<file path="src/rtl/tdm_tx_pkg.sv">
package tdm_tx_pkg;

    // Default geometry of the link
    localparam int unsigned DEF_NUM_SLOTS   = 8;
    localparam int unsigned DEF_SLOT_BITS   = 32;
    localparam int unsigned DEF_SAMPLE_BITS = 24;
    localparam int unsigned DEF_SYNC_STAGES = 2;

endpackage

</file>
<file path="src/rtl/tdm_tx_edge_sync.sv">
// Brings the codec's bit clock and frame marker into the system clock domain
// and flags each bit-clock rising edge with a one-cycle pulse.
module tdm_tx_edge_sync #(
    parameter int unsigned STAGES = 2
) (
    input  logic clk_i,
    input  logic rst_ni,
    input  logic bclk_i,
    input  logic fsync_i,
    output logic rise_o,
    output logic fsync_o
);

    typedef struct packed {
        logic [STAGES-1:0] bclk_sh;
        logic [STAGES-1:0] fs_sh;
        logic              bclk_prev;
    } sync_t;

    sync_t st_d, st_q;

    always_comb begin
        st_d           = st_q;
        st_d.bclk_sh   = {st_q.bclk_sh[STAGES-2:0], bclk_i};
        st_d.fs_sh     = {st_q.fs_sh[STAGES-2:0], fsync_i};
        st_d.bclk_prev = st_q.bclk_sh[STAGES-1];
    end

    always_ff @(posedge clk_i) begin
        if (!rst_ni) st_q <= '0;
        else         st_q <= st_d;
    end

    assign rise_o  = st_q.bclk_sh[STAGES-1] & ~st_q.bclk_prev;
    assign fsync_o = st_q.fs_sh[STAGES-1];

    // a rising edge is reported once, never on two cycles in a row
    a_r4_one_pulse_per_rise: assert property (@(posedge clk_i) disable iff (!rst_ni)
        rise_o |=> !rise_o);

endmodule

</file>
<file path="src/rtl/tdm_tx_slot_store.sv">
// Shadow and active sample registers, captured enables and stale marks.
// Outputs show the values that hold after this cycle's frame start, if any.
module tdm_tx_slot_store #(
    parameter int unsigned NUM_SLOTS   = 8,
    parameter int unsigned SAMPLE_BITS = 24,
    localparam int unsigned SLOT_W     = $clog2(NUM_SLOTS)
) (
    input  logic                                  clk_i,
    input  logic                                  rst_ni,
    input  logic                                  frame_start_i,
    input  logic [NUM_SLOTS-1:0]                  slot_en_i,
    input  logic                                  wr_en_i,
    input  logic [SLOT_W-1:0]                     wr_slot_i,
    input  logic [SAMPLE_BITS-1:0]                wr_data_i,
    output logic [NUM_SLOTS-1:0][SAMPLE_BITS-1:0] words_o,
    output logic [NUM_SLOTS-1:0]                  en_o,
    output logic [NUM_SLOTS-1:0]                  stale_o
);

    typedef struct packed {
        logic [NUM_SLOTS-1:0][SAMPLE_BITS-1:0] shadow;
        logic [NUM_SLOTS-1:0][SAMPLE_BITS-1:0] act;
        logic [NUM_SLOTS-1:0]                  fresh;
        logic [NUM_SLOTS-1:0]                  stale;
        logic [NUM_SLOTS-1:0]                  en;
    } store_t;

    store_t st_d, st_q;

    always_comb begin
        st_d = st_q;
        if (frame_start_i) begin
            st_d.act   = st_q.shadow;
            st_d.en    = slot_en_i;
            st_d.stale = ~st_q.fresh;
            st_d.fresh = '0;
        end
        // a write in the same cycle as a frame start counts for the next frame
        if (wr_en_i) begin
            st_d.shadow[wr_slot_i] = wr_data_i;
            st_d.fresh[wr_slot_i]  = 1'b1;
        end
    end

    always_ff @(posedge clk_i) begin
        if (!rst_ni) st_q <= '0;
        else         st_q <= st_d;
    end

    assign words_o = st_d.act;
    assign en_o    = st_d.en;
    assign stale_o = st_d.stale;

    // a write always leaves its slot marked fresh
    a_r9_write_sets_fresh: assert property (@(posedge clk_i) disable iff (!rst_ni)
        wr_en_i |=> st_q.fresh[$past(wr_slot_i)]);

    // active samples only move at a frame start
    a_r9_active_stable: assert property (@(posedge clk_i) disable iff (!rst_ni)
        !frame_start_i |=> $stable(st_q.act));

endmodule

</file>
<file path="src/rtl/tdm_tx_framer.sv">
// Frame position tracking, marker acceptance with one-bit delay, and the
// serial output bit.
module tdm_tx_framer #(
    parameter int unsigned NUM_SLOTS   = 8,
    parameter int unsigned SLOT_BITS   = 32,
    parameter int unsigned SAMPLE_BITS = 24,
    localparam int unsigned FRAME_BITS = NUM_SLOTS * SLOT_BITS,
    localparam int unsigned CNT_W      = $clog2(FRAME_BITS),
    localparam int unsigned POS_W      = $clog2(SLOT_BITS),
    localparam int unsigned SLOT_W     = CNT_W - POS_W
) (
    input  logic                                  clk_i,
    input  logic                                  rst_ni,
    input  logic                                  rise_i,
    input  logic                                  fsync_i,
    input  logic [NUM_SLOTS-1:0][SAMPLE_BITS-1:0] words_i,
    input  logic [NUM_SLOTS-1:0]                  en_i,
    input  logic [NUM_SLOTS-1:0]                  stale_i,
    output logic                                  frame_start_o,
    output logic                                  sdata_o,
    output logic                                  underrun_o
);

    localparam logic [CNT_W-1:0] LAST_BIT  = CNT_W'(FRAME_BITS - 1);
    localparam logic [POS_W:0]   PAD_START = (POS_W+1)'(SAMPLE_BITS);
    localparam logic [POS_W-1:0] TOP_BIT   = POS_W'(SAMPLE_BITS - 1);

    typedef struct packed {
        logic             active;
        logic             pend;
        logic [CNT_W-1:0] cnt;
        logic             sdata;
        logic             under;
    } frm_t;

    frm_t              st_d, st_q;
    logic [SLOT_W-1:0] slot;
    logic [POS_W-1:0]  pos;
    logic [POS_W-1:0]  bidx;

    // an accepted marker starts the frame on the next bit-clock rise
    assign frame_start_o = rise_i & st_q.pend;

    always_comb begin
        st_d = st_q;
        slot = '0;
        pos  = '0;
        bidx = '0;
        if (rise_i) begin
            if (st_q.pend) begin
                st_d.active = 1'b1;
                st_d.cnt    = '0;
            end else if (st_q.active) begin
                if (st_q.cnt == LAST_BIT) st_d.active = 1'b0;
                else                      st_d.cnt    = st_q.cnt + 1'b1;
            end
            // accept only while idle or when the bit now driven is the last one
            st_d.pend = fsync_i && (!st_d.active || st_d.cnt == LAST_BIT);

            slot = st_d.cnt[CNT_W-1:POS_W];
            pos  = st_d.cnt[POS_W-1:0];
            bidx = TOP_BIT - pos;
            st_d.sdata = 1'b0;
            st_d.under = 1'b0;
            if (st_d.active && en_i[slot]) begin
                st_d.under = stale_i[slot];
                if ({1'b0, pos} < PAD_START) st_d.sdata = words_i[slot][bidx];
            end
        end
    end

    always_ff @(posedge clk_i) begin
        if (!rst_ni) st_q <= '0;
        else         st_q <= st_d;
    end

    assign sdata_o    = st_q.sdata;
    assign underrun_o = st_q.under;

    // outputs hold between bit-clock rises
    a_r4_hold_between_rises: assert property (@(posedge clk_i) disable iff (!rst_ni)
        !rise_i |=> ($stable(sdata_o) && $stable(underrun_o)));

    // inside a frame every rise advances by exactly one bit
    a_r5_no_early_resync: assert property (@(posedge clk_i) disable iff (!rst_ni)
        (rise_i && st_q.active && st_q.cnt != LAST_BIT)
        |=> (st_q.active && st_q.cnt == $past(st_q.cnt) + 1'b1));

    // nothing is driven while no frame runs
    a_r7_idle_low: assert property (@(posedge clk_i) disable iff (!rst_ni)
        !st_q.active |-> (!sdata_o && !underrun_o));

    // the flag is only ever raised inside a frame
    a_r10_underrun_in_frame: assert property (@(posedge clk_i) disable iff (!rst_ni)
        underrun_o |-> st_q.active);

endmodule

</file>
<file path="src/rtl/tdm_slot_tx.sv">
module tdm_slot_tx
    import tdm_tx_pkg::*;
#(
    parameter int unsigned NUM_SLOTS   = DEF_NUM_SLOTS,
    parameter int unsigned SLOT_BITS   = DEF_SLOT_BITS,
    parameter int unsigned SAMPLE_BITS = DEF_SAMPLE_BITS,
    parameter int unsigned SYNC_STAGES = DEF_SYNC_STAGES,
    localparam int unsigned SLOT_W     = $clog2(NUM_SLOTS)
) (
    input  logic                   clk_i,
    input  logic                   rst_ni,
    input  logic                   bclk_i,
    input  logic                   fsync_i,
    input  logic [NUM_SLOTS-1:0]   slot_en_i,
    input  logic                   wr_en_i,
    input  logic [SLOT_W-1:0]      wr_slot_i,
    input  logic [SAMPLE_BITS-1:0] wr_data_i,
    output logic                   sdata_o,
    output logic                   underrun_o
);

    logic                                  rise;
    logic                                  fsync_s;
    logic                                  frame_start;
    logic [NUM_SLOTS-1:0][SAMPLE_BITS-1:0] words;
    logic [NUM_SLOTS-1:0]                  en;
    logic [NUM_SLOTS-1:0]                  stale;

    tdm_tx_edge_sync #(
        .STAGES (SYNC_STAGES)
    ) i_sync (
        .clk_i   (clk_i),
        .rst_ni  (rst_ni),
        .bclk_i  (bclk_i),
        .fsync_i (fsync_i),
        .rise_o  (rise),
        .fsync_o (fsync_s)
    );

    tdm_tx_slot_store #(
        .NUM_SLOTS   (NUM_SLOTS),
        .SAMPLE_BITS (SAMPLE_BITS)
    ) i_store (
        .clk_i         (clk_i),
        .rst_ni        (rst_ni),
        .frame_start_i (frame_start),
        .slot_en_i     (slot_en_i),
        .wr_en_i       (wr_en_i),
        .wr_slot_i     (wr_slot_i),
        .wr_data_i     (wr_data_i),
        .words_o       (words),
        .en_o          (en),
        .stale_o       (stale)
    );

    tdm_tx_framer #(
        .NUM_SLOTS   (NUM_SLOTS),
        .SLOT_BITS   (SLOT_BITS),
        .SAMPLE_BITS (SAMPLE_BITS)
    ) i_framer (
        .clk_i         (clk_i),
        .rst_ni        (rst_ni),
        .rise_i        (rise),
        .fsync_i       (fsync_s),
        .words_i       (words),
        .en_i          (en),
        .stale_i       (stale),
        .frame_start_o (frame_start),
        .sdata_o       (sdata_o),
        .underrun_o    (underrun_o)
    );

endmodule

</file>
<file path="config.mk">
export PLATFORM = sky130hd
export DESIGN_NAME = tdm_slot_tx
export DESIGN_NICKNAME = d
export VERILOG_FILES = /design/src/rtl/tdm_tx_pkg.sv /design/src/rtl/tdm_tx_edge_sync.sv /design/src/rtl/tdm_tx_slot_store.sv /design/src/rtl/tdm_tx_framer.sv /design/src/rtl/tdm_slot_tx.sv
export SDC_FILE = /design/constraint.sdc
export NUM_CORES = 1
export LEC_CHECK = 0
export BUFFER_PORTS_ARGS = -buffer_cell sky130_fd_sc_hd__buf_2
export CORE_MARGIN = 4
export CORE_UTILIZATION = 45
export CTS_CLUSTER_SIZE = 20
export DETAILED_ROUTE_END_ITERATION = 6
export GPL_ROUTABILITY_DRIVEN = 0
export PLACE_DENSITY_LB_ADDON = 0.25
export SLEW_MARGIN = 20
export SYNTH_ARGS = -nofsm -noshare
export SYNTH_HDL_FRONTEND = slang
export SYNTH_SLANG_ARGS = --single-unit
export TNS_END_PERCENT = 100
</file>
<file path="constraint.sdc">
create_clock -name clk_i -period 4.6 [get_ports clk_i]
set_input_delay 0.46 -clock clk_i [delete_from_list [all_inputs] [get_ports clk_i]]
set_output_delay 0.46 -clock clk_i [all_outputs]
set_load 0.005 [all_outputs]
</file>
# Word level (Yosys, flattened, before mapping)
# Index checks and enable logic that the tools add are counted.
# op_classes
n_bitwise,5
n_reduce_logical,5
n_eq_ne,2
n_mux,25
magnitude_cmp,5
add_sub_neg,2
# ops
operator,count
$mux 216,1
$bwmux 192,1
$bmux 24 s3,1
$demux 24 s3,1
$mux 24,2
$mux 8,5
$eq 8x8->1 const B,2
$mux 1,9
$add 8x1->8 const B,1
$lt 3x4->1 const B,2
$not 8->8,1
$or 8x8->8,1
$bmux 1 s3,2
$lt 5x6->1 const B,1
$bmux 1 s5,1
$lt 5x5->1 const B,1
$sub 5x5->5 const A,1
$demux 1 s3,1
$ge 3x1->1 const B,1
$logic_and 1x1->1,3
$and 1x1->1,2
$mux 2,1
$logic_not 1->1,1
$logic_or 1x1->1,1
$not 1->1,1
# word_totals
reg_bits,425

# Depth between registers and ports, before layout
# depth
depth_word,11
mapped_depth,14
ltp_nobuf,11

# Hierarchy
# A second synthesis with hierarchy kept.
# unflattened
hier_cells,2047
area_unflattened_um2,20813.7
# by_module_without_submodules
module,seq_area_each_um2,cells_per_inst,area_each_um2,n_inst
tdm_tx_slot_store,8167.8,1576,17528.1,1
tdm_tx_framer,240.2,460,3148.0,1
tdm_tx_edge_sync,100.1,11,137.6,1

# Worst setup path before layout
# No wires, ideal clock.
# synth_timing
path_kind,reg-to-reg
startpoint,register i_framer.st_q[2] in the netlist's numbering
endpoint,"register i_framer.st_q, in the netlist i_framer.sdata_o"
required_time_ns,4.541
period_less_slack_ns,2.860
slack_ns,1.740
arrival_ns,2.801
setup_time_ns,0.059
path_stages_with_launch,12
path_cell_list,dfxtp_1 > ha_1 > nand4_2 > or4_4 > and3_4 > o31ai_2 > a21oi_1 > o2111a_1 > a2111oi_2 > nor4_1 > o41ai_2 > o31a_1
# synth_via
elab_chain_cells,11
# synth_lines
item,line,text
"start, declared",tdm_tx_framer.sv:36,"frm_t st_d, st_q;"
"start signal, assigned",tdm_tx_framer.sv:74,else st_q <= st_d;
"parallel branches: the longest is 10 deep, another holds $add 8x1->8",n/a,
$mux 2 *,tdm_tx_framer.sv:65,if (st_d.active && en_i[slot]) begin
# Mark *: on every way between the ends. The select of a mux whose other input is x is not followed.
# A chain may end at the register's enable or synchronous reset.

# Worst setup path after layout
# layout_timing
startpoint,register i_framer.st_q[7] in the netlist's numbering
endpoint,"register i_framer.st_q, in the netlist i_framer.sdata_o"
# layout_via
elab_chain_cells,11
# layout_lines
item,line,text
$add 8x1->8 / $eq 8x8->1 (equally long branches),"tdm_tx_framer.sv:55, tdm_tx_framer.sv:54",
$mux 8,tdm_tx_framer.sv:54,if (st_q.cnt == LAST_BIT) st_d.active = 1'b0;
$mux 8,tdm_tx_framer.sv:53,end else if (st_q.active) begin
$mux 8,tdm_tx_framer.sv:50,if (st_q.pend) begin
$mux 8,tdm_tx_framer.sv:49,if (rise_i) begin
$bmux 24 s3,tdm_tx_framer.sv:67,"if ({1'b0, pos} < PAD_START) st_d.sdata = words_i[slot][bidx];"
$mux 24 (implied by the code),tdm_tx_framer.sv:67,
$bmux 1 s5,tdm_tx_framer.sv:67,
$mux 1 (implied by the code),tdm_tx_framer.sv:67,
$mux 1,tdm_tx_framer.sv:67,
$mux 2 *,tdm_tx_framer.sv:65,
# Every way passes the cells marked *; elsewhere a longest branch is shown, timed or not. The select of a mux whose other input is x is not followed.

==> results.txt <==
The flow ran to the end, and the final reports show no timing, DRC or antenna violations. The top achievable clock speed came out at 0.267 GHz. The via density per instance is 5.55. The worst setup slack for register-to-register paths came out at between 0.8 and 0.9 ns. The critical path in this run is classified as reg2reg.

The number of CTS-inserted buffers came out at 44. The total length of routed met3 wires came out at roughly 3400 um. The startpoint identified for the worst hold timing path is fsync_i. The die height came out at ~210 um. The global routing usage summed across all routing layers is between 20% and 30%. The detailed router put a total of between 20,000 and 30,000 um of wire on met1.

The number of cells produced by synthesis is ~2.3k. Dividing the detail-routed wire length by the instance count gives between 15 and 20 um. TritonCTS built the clock tree.

Fill cells in the final layout number 3,836. Summed over all layers, the global routing overflow is 0. The final-report setup violation count came out at 0. The beginning of the worst register-to-register path is i_framer.st_q[7]$_SDFFE_PN0N_.

Detailed placement ended at an HPWL of 34,200 um. The Yosys warning count came out at 0. Power comes to ~7.5 mW. The mux share of post-synthesis cell area came out at 3.39%. Of the cells placed in the final design, the portion with a size suffix greater than 1 is under 10%. The share of flip-flops with an asynchronous set or reset came out at 0%.

The path with the worst hold slack has its endpoint at i_sync.st_d[2]$_SDFF_PN0_. After Yosys synthesis, XOR and XNOR cells account for less than 1% of the synthesized area. The simple-gate share of the synthesized area came out at 23.5%. In this run, distinct cell masters in the synthesized netlist total 63.

The number of antenna repair diodes came out at 0. The worst setup path is launched from a flop. The hold-fix buffer count after cts is 0. In this run, synthesis inferred 0 flip-flops with an integrated enable. The DRC violation count after routing is 0. The worst setup slack before clock tree synthesis is 0.993 ns. Across the VDD grid, the largest voltage drop is roughly 0.26 mV. The number of buffers added on ports is 41. At the end of the flow, the number of nets in the layout was around 2.3k. The largest fanout of any net on the critical path is 17.

The total power divided by cell area came out at ~370 mW/mm2. The number of buffers on the longest clock path came out at 3. The dominant synthesized flop cell is dfxtp_1.

The worst hold path belongs to the class in2reg. Across all setup checks in the final design, the least slack found is 0.855 ns. The routed length on met2 is 24,800 um. The pre-antenna-repair detailed-routing pass consisted of 5 iterations. The number of antenna violations at the first check in global routing came out at 0. The post-cts gate resize count came out at 0. During I/O placement, the number of pins put on the boundary was between 40 and 50.

Along the worst hold path, the cell count comes to 2. The depth of the CTS H-tree came out at 2. The die covers between 0.04 and 0.05 mm2. The count of cells along the worst register-to-register path came out at 11. The slew at the pin closest to its max-slew limit came out at between 1 and 1.5 ns.

The number of max-capacitance violations reported is 0. The routed design has about 55,000 um of wire. The total via count in the routed design is 15.6k.

The number of rows created at floorplan is 73. The final sum of negative setup slack came out at 0 ns. The iteration-0 DRC count of the detailed router is about 1.6k.

The portion of the post-synthesis area used by sequential elements is a little under half. The final period demand of the worst path came out at about 3.7 ns. The highest routed metal layer is met4. The placeable core area came out at 0.0400 mm2. Setup repair after global routing left no endpoint under its margin. The total count of hold-check failures in the final report came out at 0. The terminus of the critical flop-to-flop path is i_framer.sdata_o$_SDFFE_PN0N_. The clock-pin slew on the worst setup and hold paths is ~0.07 ns.

The clock sink count came out at between 400 and 500. The synthesized design contains between 400 and 500 register bits. The number of setup buffers added after CTS is 0. The cell sitting at the root of the clock tree is a clkbuf_16.

The leakage component of the power came out at between 6 and 7 nW. The post-synthesis adder-cell area fraction is less than 1%. The worst setup path is captured at a flop.

The worst hold slack across all endpoints is roughly 0.11 ns. The required time at the endpoint of the critical path is roughly 5 ns. The cell area after synthesis is between 0.015 and 0.02 mm2. The final-report max-slew violation count was 0. The area fraction in compound gates after synthesis came out at 22.0%.

The clock arrives with around 0.023 ns of skew. The relative max-transition margin is roughly 29%. Data on the critical path arrives at its endpoint at approximately 4.2 ns.

The clock latency on the worst-skew pair came out at a little under 0.6 ns. The average instance area after synthesis is just under 8 um2. For this configuration, the core starts out at a cell density of between 40 and 50%. The number of nets in the synthesized netlist is 2,361. The share of the clock period used by the worst path after layout is between 80 and 90%. The count of nets left with antenna violations after detail routing is 0. The number of global-route vias before repair is around 15k.

The width of the die came out at around 210 um. Relative to the synthesized area, the layout overhead comes to 10.3%. The first-pass GRT wire length came out at ~86,000 um. The maximum number of pins on one net before global-route repair came out at about 210. After synthesis, the largest family of logic cells by area is simple AND/OR/NAND/NOR gates.
==> final cells by class <==
type	instances	area (um2)	share of cell area [%]
inverter	3	11.3	0.0557
timing repair buffer	82	573	2.83
sequential	425	8510	42.1
multi-input combinational	1698	9070	44.9
clock buffer	70	1320	6.53
clock inverter	10	85.1	0.421
tap	525	657	3.25
==> synth_stat cells (17+ instances only) <==
master      n  area (um2)
a21boi_0  398        2990
a21oi_1    47         235
and2_1     17         106
clkbuf_1  142         533
clkbuf_2   20         100
dfxtp_1   425        8510
mux2i_1    52         521
nand2_1   922        3460
nand3_1    21         105
nor2_1     33         124
nor2b_1    17         106
nor3_1     25         125
o21ai_0    45         225
==> kinds of logic (layout without fill, tap and decap cells) <==
group	Yosys count	count (layout)
fa+ha+maj	2	2
mux	61	61
simple gates	1072	1072
xor+xnor	1	1
buf+inv	196	165
compound gates	562	562
flops	425	425
==> how the worst max path moves through the flow <==
stage | startpoint | endpoint | slack [ns]
floorplan | i_framer.st_q[2]$_SDFFE_PN0N_ | i_framer.sdata_o$_SDFFE_PN0N_ | 1.74
global placement | i_framer.st_q[4]$_SDFFE_PN0N_ | i_framer.sdata_o$_SDFFE_PN0N_ | 1.08
detailed placement | i_framer.st_q[4]$_SDFFE_PN0N_ | i_framer.sdata_o$_SDFFE_PN0N_ | 0.99
CTS | i_framer.st_q[4]$_SDFFE_PN0N_ | i_framer.sdata_o$_SDFFE_PN0N_ | 0.98
global route | i_framer.st_q[2]$_SDFFE_PN0N_ | i_framer.underrun_o$_SDFFE_PN0N_ | 0.62
finish | i_framer.st_q[7]$_SDFFE_PN0N_ | i_framer.sdata_o$_SDFFE_PN0N_ | 0.86
==> flip-flops by register name, summed over array words and instances (netlist names) <==
register and count:
i_sync.st_d 3, i_framer.underrun_o 1, i_store.st_q 408, i_framer.st_q 10
i_sync.fsync_o 1, i_framer.sdata_o 1, i_sync.st_q 1
==> per-layer routing <==
metal / GRT usage, % / up-vias
li1: - / 7550
met1: 35.4 / 7518
met2: 37.9 / 455
met3: 3.15 / 78
met4: 7.34 / 0
met5: 0 / -
==> worst max-delay path: stages (launching register included) <==
cell and delay [ns]:
dfxtp_1 0.61, and3_1 0.29, nand3_1 0.16, nand2_1 0.75, buf_4 0.37, mux2i_1 0.23
nor3_1 0.07, nor4_1 0.40, nor3_1 0.11, nor3_1 0.19, o311ai_0 0.17, o31a_1 0.28
==> through the flow <==
step / utilization [%] / std cells / instance area (um2)
detailed placement: 47.0 / 2733 / 18800
CTS: 50.6 / 2813 / 20200
finish: 50.6 / 2813 / 20200
global route: 50.6 / 2813 / 20200
global placement: 47.0 / 2733 / 18800
floorplan: - / 2319 / 18300
==> cell usage in the layout (no fill, tap or decap), types with 5 or more instances in the layout <==
| cell type | Yosys | layout |
|---|---|---|
| nand2_1 | 922 | 920 |
| dfxtp_1 | 425 | 425 |
| a21boi_0 | 398 | 398 |
| mux2i_1 | 52 | 52 |
| a21oi_1 | 47 | 47 |
| o21ai_0 | 45 | 45 |
| clkbuf_16 | 0 | 45 |
| buf_2 | 16 | 40 |
| buf_4 | 4 | 37 |
| nor2_1 | 33 | 26 |
| nor3_1 | 25 | 23 |
| nand3_1 | 21 | 20 |
| nor2b_1 | 17 | 17 |
| and2_1 | 17 | 17 |
| a31oi_1 | 16 | 16 |
| clkbuf_1 | 142 | 15 |
| clkbuf_8 | 0 | 10 |
| a211oi_1 | 9 | 9 |
| mux2_2 | 9 | 9 |
| nor2_2 | 1 | 7 |
| nor4_1 | 7 | 7 |
| nand2b_1 | 6 | 6 |
| nand4_1 | 6 | 6 |
| clkinv_2 | 0 | 6 |
| o221ai_1 | 5 | 5 |
| a32oi_1 | 5 | 5 |
==> report_power, final <==
group | switching (mW) | internal (mW)
Combinational | 0.188 | 0.102
Clock | 1.49 | 2.02
Sequential | 0.0210 | 3.72
Total | 1.70 | 5.85
(Power assumes the default switching activity.)
